<file path="config.mk">
export PLATFORM = sky130hd
export DESIGN_NAME = black_stretch
export DESIGN_NICKNAME = d
export VERILOG_FILES = /design/src/rtl/bs_pkg.sv /design/src/rtl/bs_peak_detect.sv /design/src/rtl/bs_corr_stage.sv /design/src/rtl/bs_out_stage.sv /design/src/rtl/black_stretch.sv
export SDC_FILE = /design/constraint.sdc
export NUM_CORES = 1
export LEC_CHECK = 0
export ABC_AREA = 1
export BUFFER_PORTS_ARGS = -buffer_cell sky130_fd_sc_hd__buf_2
export CORE_ASPECT_RATIO = 1.75
export CORE_MARGIN = 8
export CORE_UTILIZATION = 25
export CTS_CLUSTER_SIZE = 25
export DETAILED_ROUTE_END_ITERATION = 6
export PLACE_DENSITY = 0.47
export RECOVER_POWER = 50
export SYNTH_ARGS = -nofsm -noshare
export SYNTH_HDL_FRONTEND = slang
export SYNTH_SLANG_ARGS = --single-unit
</file>
<file path="constraint.sdc">
create_clock -name clk -period 7.9 [get_ports clk]
set_clock_uncertainty 0.15 [all_clocks]
set_input_delay 1.58 -clock clk [delete_from_list [all_inputs] [get_ports clk]]
set_output_delay 1.58 -clock clk [all_outputs]
set_load 0.005 [all_outputs]
</file>
<file path="src/rtl/bs_pkg.sv">
package bs_pkg;

    localparam int PIX_W = 8;
    localparam int NCH   = 3;

    typedef logic [PIX_W-1:0] chan_t;
    typedef chan_t [NCH-1:0]  rgb_t;

    localparam chan_t PIX_MAX = '1;

    typedef struct packed {
        logic  valid;
        logic  hs;
        logic  vs;
        chan_t clamp;
        chan_t corr;
        rgb_t  rgb;
    } s1_t;

    typedef struct packed {
        logic  valid;
        logic  hs;
        logic  vs;
        rgb_t  rgb;
    } px_t;

    // Offset from the latched dark level, capped.
    function automatic chan_t stretch_offset(chan_t peak, chan_t clamp, chan_t cap);
        chan_t d;
        if (peak <= clamp) return '0;
        d = peak - clamp;
        return (d > cap) ? cap : d;
    endfunction

    // Linear taper: full offset at black, zero at the threshold 2^thl.
    function automatic chan_t taper_corr(chan_t off, chan_t luma, int unsigned thl);
        logic [PIX_W:0]   th;
        logic [PIX_W:0]   span;
        logic [2*PIX_W:0] prod;
        th = (PIX_W+1)'(1) << thl;
        if ({1'b0, luma} >= th) return '0;
        span = th - {1'b0, luma};
        prod = {(PIX_W+1)'(0), off} * {PIX_W'(0), span};
        prod = prod >> thl;
        return prod[PIX_W-1:0];
    endfunction

    // Subtract the correction, never pushing below the clamp level.
    function automatic chan_t limit_chan(chan_t ch, chan_t corr, chan_t clamp);
        logic [PIX_W:0] floor_sum;
        floor_sum = {1'b0, clamp} + {1'b0, corr};
        if ({1'b0, ch} > floor_sum) return ch - corr;
        if (ch < clamp) return ch;
        return clamp;
    endfunction

endpackage

</file>
<file path="src/rtl/bs_peak_detect.sv">
module bs_peak_detect
    import bs_pkg::*;
#(
    parameter int POS_W = 10
) (
    input  logic             clk,
    input  logic             rst,
    input  logic             pix_valid,
    input  logic [POS_W-1:0] h_pos,
    input  logic [POS_W-1:0] v_pos,
    input  logic [POS_W-1:0] win_left,
    input  logic [POS_W-1:0] win_right,
    input  logic [POS_W-1:0] win_top,
    input  logic [POS_W-1:0] win_bottom,
    input  chan_t            luma,
    input  logic             frame_end,
    output chan_t            dark_level
);
    logic  in_win;
    chan_t run_min;
    chan_t cand;

    always_comb begin
        in_win = pix_valid
              && (h_pos >= win_left) && (h_pos <= win_right)
              && (v_pos >= win_top)  && (v_pos <= win_bottom);
        cand   = (in_win && (luma < run_min)) ? luma : run_min;
    end

    always_ff @(posedge clk) begin
        if (rst) begin
            run_min    <= PIX_MAX;
            dark_level <= '0;
        end else if (frame_end) begin
            dark_level <= cand;
            run_min    <= PIX_MAX;
        end else begin
            run_min    <= cand;
        end
    end
endmodule

</file>
<file path="src/rtl/bs_corr_stage.sv">
module bs_corr_stage
    import bs_pkg::*;
#(
    parameter int TH_LOG2 = 7
) (
    input  logic  clk,
    input  logic  rst,
    input  logic  en,
    input  logic  pix_valid,
    input  logic  hs,
    input  logic  vs,
    input  chan_t luma,
    input  rgb_t  rgb,
    input  chan_t peak,
    input  chan_t clamp,
    input  chan_t cap,
    output s1_t   s1
);
    chan_t off;
    chan_t corr;

    always_comb begin
        off  = stretch_offset(peak, clamp, cap);
        corr = en ? taper_corr(off, luma, TH_LOG2) : '0;
    end

    always_ff @(posedge clk) begin
        if (rst) begin
            s1 <= '0;
        end else begin
            s1.valid <= pix_valid;
            s1.hs    <= hs;
            s1.vs    <= vs;
            s1.clamp <= clamp;
            s1.corr  <= corr;
            s1.rgb   <= rgb;
        end
    end
endmodule

</file>
<file path="src/rtl/bs_out_stage.sv">
module bs_out_stage
    import bs_pkg::*;
(
    input  logic clk,
    input  logic rst,
    input  s1_t  s1,
    output px_t  px
);
    rgb_t lim;

    for (genvar c = 0; c < NCH; c++) begin : g_ch
        assign lim[c] = limit_chan(s1.rgb[c], s1.corr, s1.clamp);
    end

    always_ff @(posedge clk) begin
        if (rst) begin
            px <= '0;
        end else begin
            px.valid <= s1.valid;
            px.hs    <= s1.hs;
            px.vs    <= s1.vs;
            px.rgb   <= lim;
        end
    end
endmodule

</file>
<file path="src/rtl/black_stretch.sv">
module black_stretch
    import bs_pkg::*;
#(
    parameter int POS_W   = 10,
    parameter int TH_LOG2 = 7
) (
    input  logic             clk,
    input  logic             rst,
    input  logic             stretch_en,
    input  logic [7:0]       black_clamp,
    input  logic [7:0]       stretch_cap,
    input  logic [POS_W-1:0] win_left,
    input  logic [POS_W-1:0] win_right,
    input  logic [POS_W-1:0] win_top,
    input  logic [POS_W-1:0] win_bottom,
    input  logic [POS_W-1:0] h_pos,
    input  logic [POS_W-1:0] v_pos,
    input  logic             frame_end,
    input  logic             pix_valid,
    input  logic             hsync_in,
    input  logic             vsync_in,
    input  logic [7:0]       luma_in,
    input  logic [7:0]       r_in,
    input  logic [7:0]       g_in,
    input  logic [7:0]       b_in,
    output logic [7:0]       r_out,
    output logic [7:0]       g_out,
    output logic [7:0]       b_out,
    output logic             valid_out,
    output logic             hsync_out,
    output logic             vsync_out,
    output logic [7:0]       dark_level
);
    localparam int CH_R = 2;
    localparam int CH_G = 1;
    localparam int CH_B = 0;

    rgb_t  rgb_in;
    chan_t peak;
    s1_t   s1;
    px_t   px;

    assign rgb_in[CH_R] = r_in;
    assign rgb_in[CH_G] = g_in;
    assign rgb_in[CH_B] = b_in;

    bs_peak_detect #(.POS_W(POS_W)) u_det (
        .clk        (clk),
        .rst        (rst),
        .pix_valid  (pix_valid),
        .h_pos      (h_pos),
        .v_pos      (v_pos),
        .win_left   (win_left),
        .win_right  (win_right),
        .win_top    (win_top),
        .win_bottom (win_bottom),
        .luma       (luma_in),
        .frame_end  (frame_end),
        .dark_level (peak)
    );

    bs_corr_stage #(.TH_LOG2(TH_LOG2)) u_corr (
        .clk       (clk),
        .rst       (rst),
        .en        (stretch_en),
        .pix_valid (pix_valid),
        .hs        (hsync_in),
        .vs        (vsync_in),
        .luma      (luma_in),
        .rgb       (rgb_in),
        .peak      (peak),
        .clamp     (black_clamp),
        .cap       (stretch_cap),
        .s1        (s1)
    );

    bs_out_stage u_out (
        .clk (clk),
        .rst (rst),
        .s1  (s1),
        .px  (px)
    );

    assign r_out      = px.rgb[CH_R];
    assign g_out      = px.rgb[CH_G];
    assign b_out      = px.rgb[CH_B];
    assign valid_out  = px.valid;
    assign hsync_out  = px.hs;
    assign vsync_out  = px.vs;
    assign dark_level = peak;
endmodule

</file>
* Word level (Yosys, flattened, before mapping)
Cells that the tools add are included.
Storage, ports and cells: bits in registers 86, latch bits 0, RAM bits 0, memory bits (read-only) 0, input port bits 115, output and inout port bits 35, logic and storage cells 74, memories kept 0
Operators by class: $add $sub $neg 6, $mul 1, divide/modulo/power cells 0, magnitude comparators 14, eq/ne operators 0, shift operators 0, mux-type cells 29, bitwise operators 1, reductions and logical operators 7
Operator list (number):
- $mux W8 | 18
- $lt A8 B8 Y1 | 4
- $sub A8 B8 Y8 | 4
- $gt A8 B9 Y1 | 3
- $ge A10 B10 Y1 | 2
- $le A10 B10 Y1 | 2
- $mul A8 B9 Y15 | 1
- $mux W1 | 11
- $add A8 B8 Y9 | 1
- $sub A8 B8 Y9 const A | 1
- $ge A8 B8 Y1 const B | 1
- $gt A8 B8 Y1 | 1
- $le A8 B8 Y1 | 1
- $logic_and A1 B1 Y1 | 5
- $reduce_or A2 Y1 | 2
- $not A1 Y1 | 1

* Longest topological paths before layout
Gate-level depths: netlist (run 1).
depth in word-level cells 7, mapped depth 40

* Cells and area by module
A second synthesis (run 1) with hierarchy kept.
Unflattened totals: cells, all modules 1418, area, all modules 9783.1 um2
Modules (own cells, without submodules):
- bs_corr_stage | times used 1, cells each 576, area an instance 4185.3 um2
- bs_out_stage | times used 1, cells each 538, area an instance 3593.4 um2
- bs_peak_detect | times used 1, cells each 304, area an instance 2004.4 um2

* Least setup slack after synthesis (run 1)
Ideal clock, no wire load.
path kind input port to flip-flop, from input black_clamp[0], to register, netlist name u_corr.s1[31], setup time 113 ps, arrival time 7320 ps, slack 318 ps, stages on the path 33, path buffers 0, cell sequence ha_1 inv_1 fa_1 nand2_1 nand3_4 nand3_1 nand3b_1 nand2_1 inv_1 ha_1 nand2_1 nor2_1 nand4_1 nand2_2 inv_1 or2_2 nand3_1 nor2_1 fa_1 inv_1 fa_1 inv_1 fa_1 inv_1 fa_1 inv_1 ha_1 a21oi_1 o21ai_0 a221oi_1 nand2_1 nor2_1 nor2_1
Between the ends: cells in the longest elaborated chain, start to end 6, elaborated cells between the ends (all ways) 8, those cells by class add/sub: 1; mul: 1; order compare: 2; mux: 4
RTL lines:
- start: declaration | RTL line black_stretch.sv:10 | input logic [7:0] black_clamp,
- $sub A8 B8 Y8 | RTL line bs_pkg.sv:31 | d = peak - clamp;
- $gt A8 B8 Y1 | RTL line bs_pkg.sv:32 | return (d > cap) ? cap : d;
- $mux W8 | RTL line bs_pkg.sv:32
- $mux W8 * | RTL line bs_pkg.sv:31
- $mul A8 B9 Y15 * | RTL line bs_pkg.sv:43 | prod = {(PIX_W+1)'(0), off} * {PIX_W'(0), span};
- $mux W8 * | RTL line bs_pkg.sv:42 | span = th - {1'b0, luma};
Every way passes the cells marked *; elsewhere a longest branch is shown, timed or not. A chain may end at the register's enable or synchronous reset.

* Worst setup path in the final report (run 1)
from input black_clamp[0], to register, netlist name u_corr.s1[29]
Between the ends: cells in the longest elaborated chain, start to end 6, elaborated cells between the ends (all ways) 8, those cells by class add/sub: 1; mul: 1; order compare: 2; mux: 4
RTL lines (RTL line):
- $sub A8 B8 Y8 | bs_pkg.sv:31
- $gt A8 B8 Y1 | bs_pkg.sv:32
- $mux W8 | bs_pkg.sv:32
- $mux W8 * | bs_pkg.sv:31
- $mul A8 B9 Y15 * | bs_pkg.sv:43
- $mux W8 * | bs_pkg.sv:42
Marks and branches as above.

==> metrics.md, run 1 <==
| Metric | Value |
|---|---|
| Hold/Removal Path Class | `flop to flop` |
| Max_cap viols | `1` |
| Count leader, synth | `inv_1` |
| Tcrit/Tclk final | `between 90% and 100%` |
| Final #Nets | `approximately 1.8k` |
| Area share of the largest cell type after synthesis | `between 20% and 30%` |
| # fillers | `4023` |
| Max Slew Vio Count | `54` |
| Post-synthesis mux area share | `0%` |
| WHS Path Cells | `2` |
| CTS max path bufs | `2` |
| Area share of fa/ha/maj cells after synthesis | `between 30% and 40%` |
| Delay of the slowest critical-path stage | `~0.56 ns` |
| XOR/XNOR Fraction of Synth Area | `around 2.6%` |
| Core area | `roughly 0.037 mm^2` |
| Clk_lat worst skew | `approximately 0.37 ns` |
| Yosys warning total | `0` |
| Clock tree from TritonCTS | `built` |
| GRT Overall Usage | `approximately 15%` |
| Postcts setup bufs | `0` |
| VDD IR-drop max | `125 uV` |
| Status | `finished, violations left` |
| Slew @ Worst Pin | `~2.5 ns` |
| Final hold slack | `~0.25 ns` |
| Largest net degree at the start of global routing | `54` |
| Sum Neg Setup Slack | `0 ns` |
| Syn_nets | `around 1.6k` |
| R2r setup slk | `approximately 1.3 ns` |
| EDFF count, synth | `0` |
| Starting Density | `25.2%` |
| Fmax | `about 130 MHz` |
| Asr flop ratio synth | `0%` |
| Diodes inserted | `0` |
| Pre-CTS setup slack | `-0.0833 ns` |
| Detail Route Antenna Nets | `0` |
| Main synth FF type | `dfxtp_1` |
| Hold Violations, Final | `0` |
| Vias per inst | `~4.5` |
| RSZ-0062 raised after global routing | `no` |
| Final worst path period need | `about 7.5 ns` |
| WP data required | `8.02 ns` |
| Synthesis-to-layout area growth | `19.6%` |
| Routed WL per cell | `16.4 um` |
| Initial DRC count | `approximately 270` |
| Post-DP HPWL | `between 20000 and 30000 um` |
| Rel. slew slack | `-64.5%` |
| Worst reg2reg endpoint | `u_corr.s1[29]` |
| Clock slew at reported path FFs | `~0.070 ns` |
| Violated checks | `capacitance limit, slew limit` |
| Post-synthesis sequential area ratio | `a little under a fifth` |
| I/O Buffers | `roughly 150` |
| Core Util, Final | `a little under a third` |
| Drt total wl | `roughly 32000 um` |
| Final setup fails | `0` |
| Worst setup EP type | `flop` |
| TritonCTS buffer count | `9` |
| Post-synthesis simple-gate area fraction | `23.7%` |
| DRC Markers | `0` |
| Worst setup SP type | `primary input` |
| Num Clock Sinks | `86` |
| Hold_sp | `u_corr.s1[40]` |
| DIE AREA | `roughly 0.044 mm^2` |
| Vias in the first global route | `roughly 9.5k` |
| Hold Crit Endpoint | `u_out.px[24]` |
| Synthesis-stage register bit count | `86` |
| R2R cell count | `36` |
| First-pass GRT wire length | `slightly below 50000 um` |
| Area leader, netlist | `ha_1` |
| CP max stage cell | `fa_1` |
| Die extent in x | `between 150 and 200 um` |
| Vias | `between 8k and 9k` |
| GP Congestion | `a little over 0.9` |
| Syn avg cell area | `between 7 and 8 um^2` |
| List of most frequent post-synthesis cells | `inv_1, nand2_1, ha_1` |
| Critical path class | `primary input to flop` |
| Row cnt | `93` |
| P_leak | `about 5.9 nW` |
| H-Tree Depth | `3` |
| Crit-path max FO | `6` |
| Synth area leaders | `ha_1, dfxtp_1, inv_1, fa_1, nand2_1` |
| Hold Buf Count CTS | `0` |
| I/O pin total | `150` |
| Largest family of logic cells by synthesized area | `adder cells` |
| Clock Tree Root | `clkbuf_16` |
| Post-Syn Instances | `1279` |
| R2r startpoint | `u_det.dark_level[0]` |
| Compound-cell area share of the yosys netlist | `roughly an eighth` |
| Die H | `about 270 um` |
| Netlist cell types | `49` |
| Power Dens Cells | `a little under 200 mW/mm^2` |
| TritonRoute pass-1 iters | `5` |
| Number of antenna violations at the first check in global routing | `0` |
| Netlist Area Pre-Place | `roughly 0.0093 mm^2` |
| Total grt overflow | `0` |
| Crit path DAT | `between 7 and 8 ns` |
| Layout cells sized above 1 | `15.5%` |
| Fin worst setup slack | `0.389 ns` |
## metal layers
metal | GRT usage, % | up-vias | part of all wire, %
li1 | - | 4451 | -
met1 | 12.0 | 4059 | 32
met2 | 31.1 | 158 | 60
met3 | 2.04 | 65 | 2.7
met4 | 8.64 | 0 | 5.4
met5 | 0 | - | 0
## worst max-delay path, delay by kind of cell
kind	cells	cell delay, ns
adder cells (fa/ha/maj)	8	3.28
AO/OA/AOI/OAI	1	0.16
AND/OR/NAND/NOR	18	1.89
buffers and inverters	9	0.73
## worst max path at each step
stage | startpoint | endpoint | slack (ns) | depth (start not counted)
CTS | black_clamp[4] | u_corr.s1[29] | 0.30 | 36
detailed placement | black_clamp[4] | u_corr.s1[29] | -0.08 | 36
global route | black_clamp[0] | u_corr.s1[28] | 0.004 | 36
floorplan | black_clamp[0] | u_corr.s1[31] | 0.32 | 33
global placement | black_clamp[4] | u_corr.s1[29] | -0.03 | 36
finish | black_clamp[0] | u_corr.s1[29] | 0.39 | 36
## placed cells by master, fill, tap and decap left out, types with 3 or more instances in the layout
cell,Yosys,routed
a211oi_1,5,5
a21boi_0,4,4
a21o_1,5,5
a21oi_1,96,95
a21oi_2,2,3
buf_2,0,128
buf_4,2,28
clkbuf_1,6,22
clkbuf_16,0,9
dfxtp_1,86,86
fa_1,45,45
ha_1,165,165
inv_1,257,257
inv_2,3,3
nand2_1,222,220
nand2_2,14,16
nand3_1,30,30
nand3_2,4,4
nand3_4,4,4
nand3b_1,3,3
nand4_1,31,31
nor2_1,151,150
nor2_2,4,5
nor3_1,10,9
o211ai_1,17,17
o21ai_0,50,50
o21bai_1,4,3
or2_2,6,6
xnor2_1,14,14
xor2_1,12,12
## registers in the layout, indices dropped and copies added (netlist names)
register	flops
u_out.px	27
u_corr.s1	43
u_det.run_min	8
u_det.dark_level	8
## layout make-up
class	instances	area, um^2	area share, %
Clock buffer	9	225	2.04
Clock inverter	7	104	0.939
Inverter	262	985	8.90
Multi-Input combinational cell	918	6500	58.8
Sequential cell	86	1720	15.6
Tap cell	475	594	5.37
Timing Repair Buffer	178	933	8.44
## per-stage QoR
step,power (mW),area (um^2),instances
3_5_place_dp,1.71,10700,1919
6_report,2.19,11100,1935
3_3_place_gp,1.70,10700,1919
4_1_cts,2.23,11100,1935
5_1_grt,2.40,11100,1935
2_1_floorplan,1.31,9250,1279
## cells by family after synthesis
family,Yosys count
flops,86
buf+inv,275
xor+xnor,27
simple gates,490
compound gates,191
fa+ha+maj,210
## report_power, final
group / internal, mW / switching, mW
Sequential: 0.483 / 0.0364
Combinational: 0.458 / 0.711
Clock: 0.282 / 0.215
Total: 1.22 / 0.962
## repair_timing
action                     CTS  global route
hold endpoints to repair     0             0
resized for setup            0             6
setup endpoints to repair    0             6
Power figures use the tool's default switching activity.
==> inputs of run 2 (changes only) <==
--- a/config.mk
+++ b/config.mk
@@ -5,7 +5,6 @@
 export SDC_FILE = /design/constraint.sdc
 export NUM_CORES = 1
 export LEC_CHECK = 0
-export ABC_AREA = 1
 export BUFFER_PORTS_ARGS = -buffer_cell sky130_fd_sc_hd__buf_2
 export CORE_ASPECT_RATIO = 1.75
 export CORE_MARGIN = 8
@@ -14,6 +13,7 @@
 export DETAILED_ROUTE_END_ITERATION = 6
 export PLACE_DENSITY = 0.47
 export RECOVER_POWER = 50
+export SLEW_MARGIN = 40
 export SYNTH_ARGS = -nofsm -noshare
 export SYNTH_HDL_FRONTEND = slang
 export SYNTH_SLANG_ARGS = --single-unit
==> constraint.sdc (replaced) <==
create_clock -name clk -period 6.5 [get_ports clk]
set_clock_uncertainty 0.15 [all_clocks]
set_input_delay 1.3 -clock clk [delete_from_list [all_inputs] [get_ports clk]]
set_output_delay 1.3 -clock clk [all_outputs]
set_load 0.005 [all_outputs]
==> run 2 against run 1 <==
The run ends with capacitance limit, slew limit, setup timing left. Non-clock buffer count grew 76. Die area fell by 3.4%. Global-route usage down 0.73 points. Flip-flop and latch count unchanged. Via count decreased by 8.8%. Combinational power grew 39%. Power grew 27%. Critical path depth shrank 10. Synthesized area down 3.6%. Sequential power up 21%.
==> metrics.md, run 2 <==
| Metric | Value |
|---|---|
| Rel. slew slack | `-129%` |
| Vias | `between 7k and 8k` |
| Core Util, Final | `between 30% and 40%` |
| Max FFs per register | `43` |
| Clock slew at reported path FFs | `0.07 ns` |
| Netlist Area Pre-Place | `0.00891 mm^2` |
| Crit path DAT | `~7.6 ns` |
| Critical path class | `primary input to flop` |
| Starting Density | `about a quarter` |
| Fin worst setup slack | `-0.962 ns` |
| Grt met2 use | `slightly below 30%` |
| Final setup fails | `8` |
| Multi-input gate area | `approximately 0.0070 mm^2` |
| Die extent in x | `between 150 and 200 um` |
| Final #Nets | `about 1.6k` |
| Power Dens Cells | `236 mW/mm^2` |
| Synth area leaders | `ha_1, dfxtp_1, fa_1, inv_1, nor2_1` |
| Post-place instance area | `0.0109 mm^2` |
| Number of antenna violations at the first check in global routing | `0` |
| Core area | `between 0.03 and 0.04 mm^2` |
| H-Tree Depth | `3` |
| Post-synthesis sequential area ratio | `between 15 and 20%` |
| GR Layer Usage met3 | `roughly 2.2%` |
| Layout cells sized above 1 | `27.3%` |
| Final hold slack | `around 0.29 ns` |
| Met1 Track Usage GR | `between 10% and 20%` |
| TritonRoute pass-1 iters | `6` |
| Fmax | `~130 MHz` |
| List of most frequent post-synthesis cells | `ha_1, inv_1, nor2_1` |
| Worst setup EP type | `flop` |
| DRC Markers | `0` |
| Pre-CTS setup slack | `-1.57 ns` |
| Total grt overflow | `0` |
| Syn avg cell area | `~8.6 um^2` |
| GP Congestion | `0.860` |
| Die H | `about 270 um` |
| Row cnt | `91` |
| Vias per inst | `about 4.5` |
| Post-Syn Instances | `1042` |
| Diodes inserted | `0` |
| Max Slew Vio Count | `74` |
| Largest registers | `u_corr.s1: 43 flops, u_out.px: 27 flops` |
| Status | `finished, violations left` |
| FF/Latch Area | `around 0.0017 mm^2` |
| VDD IR-drop max | `about 110 uV` |
| Yosys warning total | `0` |
| EDFF count, synth | `0` |
| Delay of the slowest critical-path stage | `between 0.5 and 0.6 ns` |
| Clock Tree Root | `clkbuf_16` |
| Final worst path period need | `between 7 and 8 ns` |
| # fillers | `between 3k and 4k` |
| Drt total wl | `29200 um` |
| I/O Buffers | `149` |
| Final instance area | `between 0.01 and 0.015 mm^2` |
| CP most frequent cell | `fa_1` |
| Worst setup SP type | `primary input` |
| Largest register by flop count | `u_corr.s1` |
| Detail Route Antenna Nets | `0` |
| Buf/Inv on CP | `4` |
| Slew @ Worst Pin | `about 3.4 ns` |
| Gr busiest metal | `met2` |
| CTS max path bufs | `2` |
| Count leader, synth | `ha_1` |
| Synthesis-to-layout area growth | `32.0%` |
| GRT Overall Usage | `about 14%` |
| Clock tree from TritonCTS | `built` |
| # placed instances | `about 1.7k` |
| I/O pin total | `150` |
| Hold Violations, Final | `0` |
| Max_cap viols | `1` |
| Commonest non-fill, non-tap cell in the layout | `ha_1` |
| Num Clock Sinks | `86` |
| Asr flop ratio synth | `0%` |
| DIE AREA | `approximately 0.042 mm^2` |
| Vias in the first global route | `between 8k and 9k` |
| Most frequent cells in the layout | `ha_1, inv_1, buf_2` |
| Clk_lat worst skew | `0.38 ns` |
| Netlist cell types | `just under 60` |
| Critical path's top delay family | `adder cells` |
| Syn_nets | `around 1.4k` |
| Crit-path max FO | `5` |
| CP max stage cell | `fa_1` |
| Finished Layout Cells | `approximately 1.8k` |
| First-pass GRT wire length | `around 45000 um` |
| Area share of the largest cell type after synthesis | `23.2%` |
| Initial DRC count | `between 200 and 250` |
| Largest net degree at the start of global routing | `74` |
| Post-DP HPWL | `approximately 25000 um` |
| Area leader, netlist | `ha_1` |
| RSZ-0062 raised after global routing | `yes` |
| Synthesis-stage register bit count | `86` |
| Hold/Removal Path Class | `flop to flop` |
| Main synth FF type | `dfxtp_1` |
| P_leak | `about 5.8 nW` |
| Violated checks | `capacitance limit, slew limit, setup timing` |
| TritonCTS buffer count | `9` |
| Routed WL per cell | `~17 um` |
| Tcrit/Tclk final | `115%` |
| WP data required | `between 6 and 7 ns` |
run 2: where the power goes:
group / total (mW) / switching, mW / internal (mW)
Clock: 0.521 / 0.257 / 0.264
Combinational: 1.63 / 0.851 / 0.775
Sequential: 0.630 / 0.0440 / 0.586
Total: 2.78 / 1.15 / 1.63
run 2: path summary, 6_finish.rpt:
| path | from | end | depth (start not counted) | slack, ns |
|---|---|---|---|---|
| setup reg to reg | u_det.dark_level[0] | u_corr.s1[30] | 26 | -0.41 |
| setup / recovery | black_clamp[0] | u_corr.s1[30] | 26 | -0.96 |
| hold / removal | u_corr.s1[42] | u_out.px[26] | 1 | 0.29 |
| hold reg to reg | u_corr.s1[42] | u_out.px[26] | 1 | 0.29 |
run 2: cell type report:
| class | count | share of cell area [%] |
|---|---|---|
| clock buffers | 9 | 1.91 |
| multi-input cells | 786 | 59.9 |
| inverters | 151 | 4.86 |
| clock inverters | 7 | 0.479 |
| repair buffers | 254 | 13.3 |
| flip-flops and latches | 86 | 14.6 |
| well taps | 465 | 4.95 |
run 2: kinds of logic after synthesis:
| group | count (synthesis) | share of synthesized area (%) |
|---|---|---|
| buffers and inverters | 171 | 7.20 |
| flip-flops | 86 | 19.3 |
| AO/OA/AOI/OAI | 195 | 15.2 |
| multiplexers | 33 | 3.82 |
| XOR/XNOR | 46 | 4.52 |
| AND/OR/NAND/NOR | 301 | 16.7 |
| adder cells (fa/ha/maj) | 210 | 33.3 |
run 2: metal layers:
| metal | vias to the layer above | routed length [um] |
|---|---|---|
| li1 | 4026 | - |
| met1 | 3754 | 9960 |
| met2 | 124 | 17000 |
| met3 | 59 | 777 |
| met4 | 0 | 1400 |
| met5 | - | 0 |
run 2: metrics by stage:
step	power (mW)	TNS, ns
finish	2.78	-5.94
global route	3.03	-7.98
CTS	2.74	-5.41
detailed placement	2.13	-11.44
global placement	2.10	-10.66
floorplan	1.62	-5.67
run 2: timing repair:
action / 4_1_cts / 5_1_grt
buffers inserted: 18 / 5
pin swaps: 41 / 35
cloned: 1 / 0
gates resized for setup: 40 / 43
setup endpoints to repair: 8 / 8
hold buffers: 0 / 0
==> inputs of run 3 (changes only) <==
--- a/config.mk
+++ b/config.mk
@@ -17,3 +17,4 @@
 export SYNTH_ARGS = -nofsm -noshare
 export SYNTH_HDL_FRONTEND = slang
 export SYNTH_SLANG_ARGS = --single-unit
+export TNS_END_PERCENT = 50
==> run 3 against run 2 <==
The run still ends with capacitance limit, slew limit, setup timing left. Register-to-register slack got worse by 0.06 ns. Largest cell class unchanged. Critical endpoint unchanged. Clock power decreased by 1%. Routed wire length decreased by 0.21%. Highest routed layer unchanged. Setup slack got worse by 0.12 ns.
==> metrics.md, run 3 (synthesized netlist as in run 2, its figures left out) <==
| Metric | Value |
|---|---|
| Clock tree from TritonCTS | `built` |
| Number of antenna violations at the first check in global routing | `2` |
| Drt total wl | `between 20000 and 30000 um` |
| TritonCTS buffer count | `9` |
| WP data required | `approximately 6.7 ns` |
| WHS Path Cells | `1` |
| I/O pin total | `150` |
| Top Metal Used | `met4` |
| Switch share | `slightly above 40%` |
| Commonest non-fill, non-tap cell in the layout | `ha_1` |
| VDD IR-drop max | `approximately 130 uV` |
| I/O Buffers | `around 150` |
| Power Dens Cells | `237 mW/mm^2` |
| DRC Markers | `0` |
| Detail Route Antenna Nets | `0` |
| Max FFs per register | `43` |
| Seq pwr share | `between 20% and 30%` |
| Crit path depth | `31` |
| Finished Layout Cells | `between 1.5k and 2k` |
| Vias per inst | `4.53` |
| Initial DRC count | `~200` |
| Clock slew at reported path FFs | `about 0.070 ns` |
| R2R cell count | `31` |
| Met3 wire length | `661 um` |
| GRT Overall Usage | `13.7%` |
| Die extent in x | `approximately 160 um` |
| H-Tree Depth | `3` |
| Buf/Inv on CP | `6` |
| Synthesis-to-layout area growth | `33.2%` |
| GP Congestion | `0.826` |
| Delay of the slowest critical-path stage | `0.52 ns` |
| Core area | `0.0352 mm^2` |
| Clock Tree Root | `clkbuf_16` |
| Final hold slack | `around 0.29 ns` |
| # fillers | `3760` |
| CP most frequent cell | `fa_1` |
| Total grt overflow | `0` |
| P_leak | `5.81 nW` |
| Starting Density | `25.3%` |
| Max_cap viols | `1` |
| Routed length on met2 | `~17000 um` |
| Worst setup EP type | `flop` |
| # placed instances | `~1.7k` |
| Pre-CTS setup slack | `-1.57 ns` |
| Wire length on met1 | `approximately 10000 um` |
| DIE AREA | `between 0.04 and 0.05 mm^2` |
| Crit path DAT | `between 7 and 8 ns` |
| TritonRoute pass-1 iters | `4` |
| Final #Nets | `~1.6k` |
| Fmax | `roughly 130 MHz` |
| Fin worst setup slack | `-1.08 ns` |
| Design Power | `~2.8 mW` |
| Num Clock Sinks | `86` |
| Largest net degree at the start of global routing | `73` |
| Slew @ Worst Pin | `approximately 3.5 ns` |
| Largest register by flop count | `u_corr.s1` |
| Layout cells sized above 1 | `approximately 28%` |
| Routed WL per cell | `16.5 um` |
| Switching power | `~1.2 mW` |
| Rel. slew slack | `-134%` |
| Critical path class | `primary input to flop` |
| Final worst path period need | `roughly 7.6 ns` |
| Max Slew Vio Count | `73` |
| Clk_lat worst skew | `0.37 ns` |
| Tcrit/Tclk final | `117%` |
| Clk pwr share | `between 10% and 20%` |
| Hold/Removal Path Class | `flop to flop` |
| Logic pwr share | `around 59%` |
| RSZ-0062 raised after global routing | `yes` |
| Vias in the first global route | `8474` |
| Most frequent cells in the layout | `ha_1, inv_1, buf_2` |
| Largest registers | `u_corr.s1: 43 flops, u_out.px: 27 flops` |
| Status | `finished, violations left` |
| Violated checks | `capacitance limit, slew limit, setup timing` |
| Die H | `266 um` |
| Critical path's top delay family | `adder cells` |
| Hold Violations, Final | `0` |
| First-pass GRT wire length | `between 40000 and 50000 um` |
| Row cnt | `91` |
| CP max stage cell | `fa_1` |
| Int Pwr | `around 1.7 mW` |
| Crit-path max FO | `5` |
| CTS max path bufs | `2` |
| Final setup fails | `8` |
| Worst setup SP type | `primary input` |
| Vias | `between 8k and 9k` |
| Post-DP HPWL | `roughly 25000 um` |
-- run 3: cell types whose count changed in the layout (fill, tap and decap cells not counted), sizes merged --
cell | before | now
clkbuf | 26 | 30
inv | 154 | 152
diode | 0 | 2
buf | 237 | 241
clkinv | 3 | 2
-- run 3: layer usage --
layer | GRT usage, % | up-vias
met3 | 1.82 | 59
li1 | - | 4050
met1 | 12.2 | 3765
met4 | 7.52 | 0
met2 | 28.7 | 127
met5 | 0 | -
-- run 3: final timing paths --
kind / start / endpoint / slack (ns)
setup / recovery: black_clamp[0] / u_corr.s1[30] / -1.08
hold / removal: u_corr.s1[42] / u_out.px[26] / 0.29
setup reg to reg: u_det.dark_level[0] / u_corr.s1[30] / -0.47
hold reg to reg: u_corr.s1[42] / u_out.px[26] / 0.29
-- run 3: metrics by stage --
stage | instance area (um^2) | util (%) | TNS [ns]
3_5_place_dp | 11000 | 31.4 | -10.50
4_1_cts | 11600 | 32.9 | -5.99
5_1_grt | 11900 | 33.7 | -8.60
6_report | 11900 | 33.7 | -6.39
3_3_place_gp | 11000 | 31.4 | -9.66
2_1_floorplan | 9080 | - | -5.63
-- run 3: final cells by class --
cell class	instances	area [um^2]	share of cell area (%)
Tap cell	465	582	4.90
Antenna cell	2	5.00	0.0422
Clock inverter	4	30.0	0.253
Clock buffer	12	256	2.16
Sequential cell	86	1720	14.5
Timing Repair Buffer	259	1600	13.5
Inverter	151	577	4.86
Multi-Input combinational cell	786	7100	59.8
-- run 3: what timing repair did --
item / in CTS / in global routing
hold buffers: 0 / 0
endpoints found under the setup margin: 8 / 8
gates resized for setup: 38 / 56
pin swaps: 41 / 48
cloned: 1 / 0
setup buffers: 6 / 8
-- run 3: power groups by stage --
stage	sequential (mW)	clock (mW)	combinational (mW)
4_1_cts	0.631	0.541	1.59
3_5_place_dp	0.642	0	1.51
5_1_grt	0.637	0.559	1.88
6_report	0.629	0.515	1.67
3_3_place_gp	0.641	0	1.50
2_1_floorplan	0.630	0	0.992
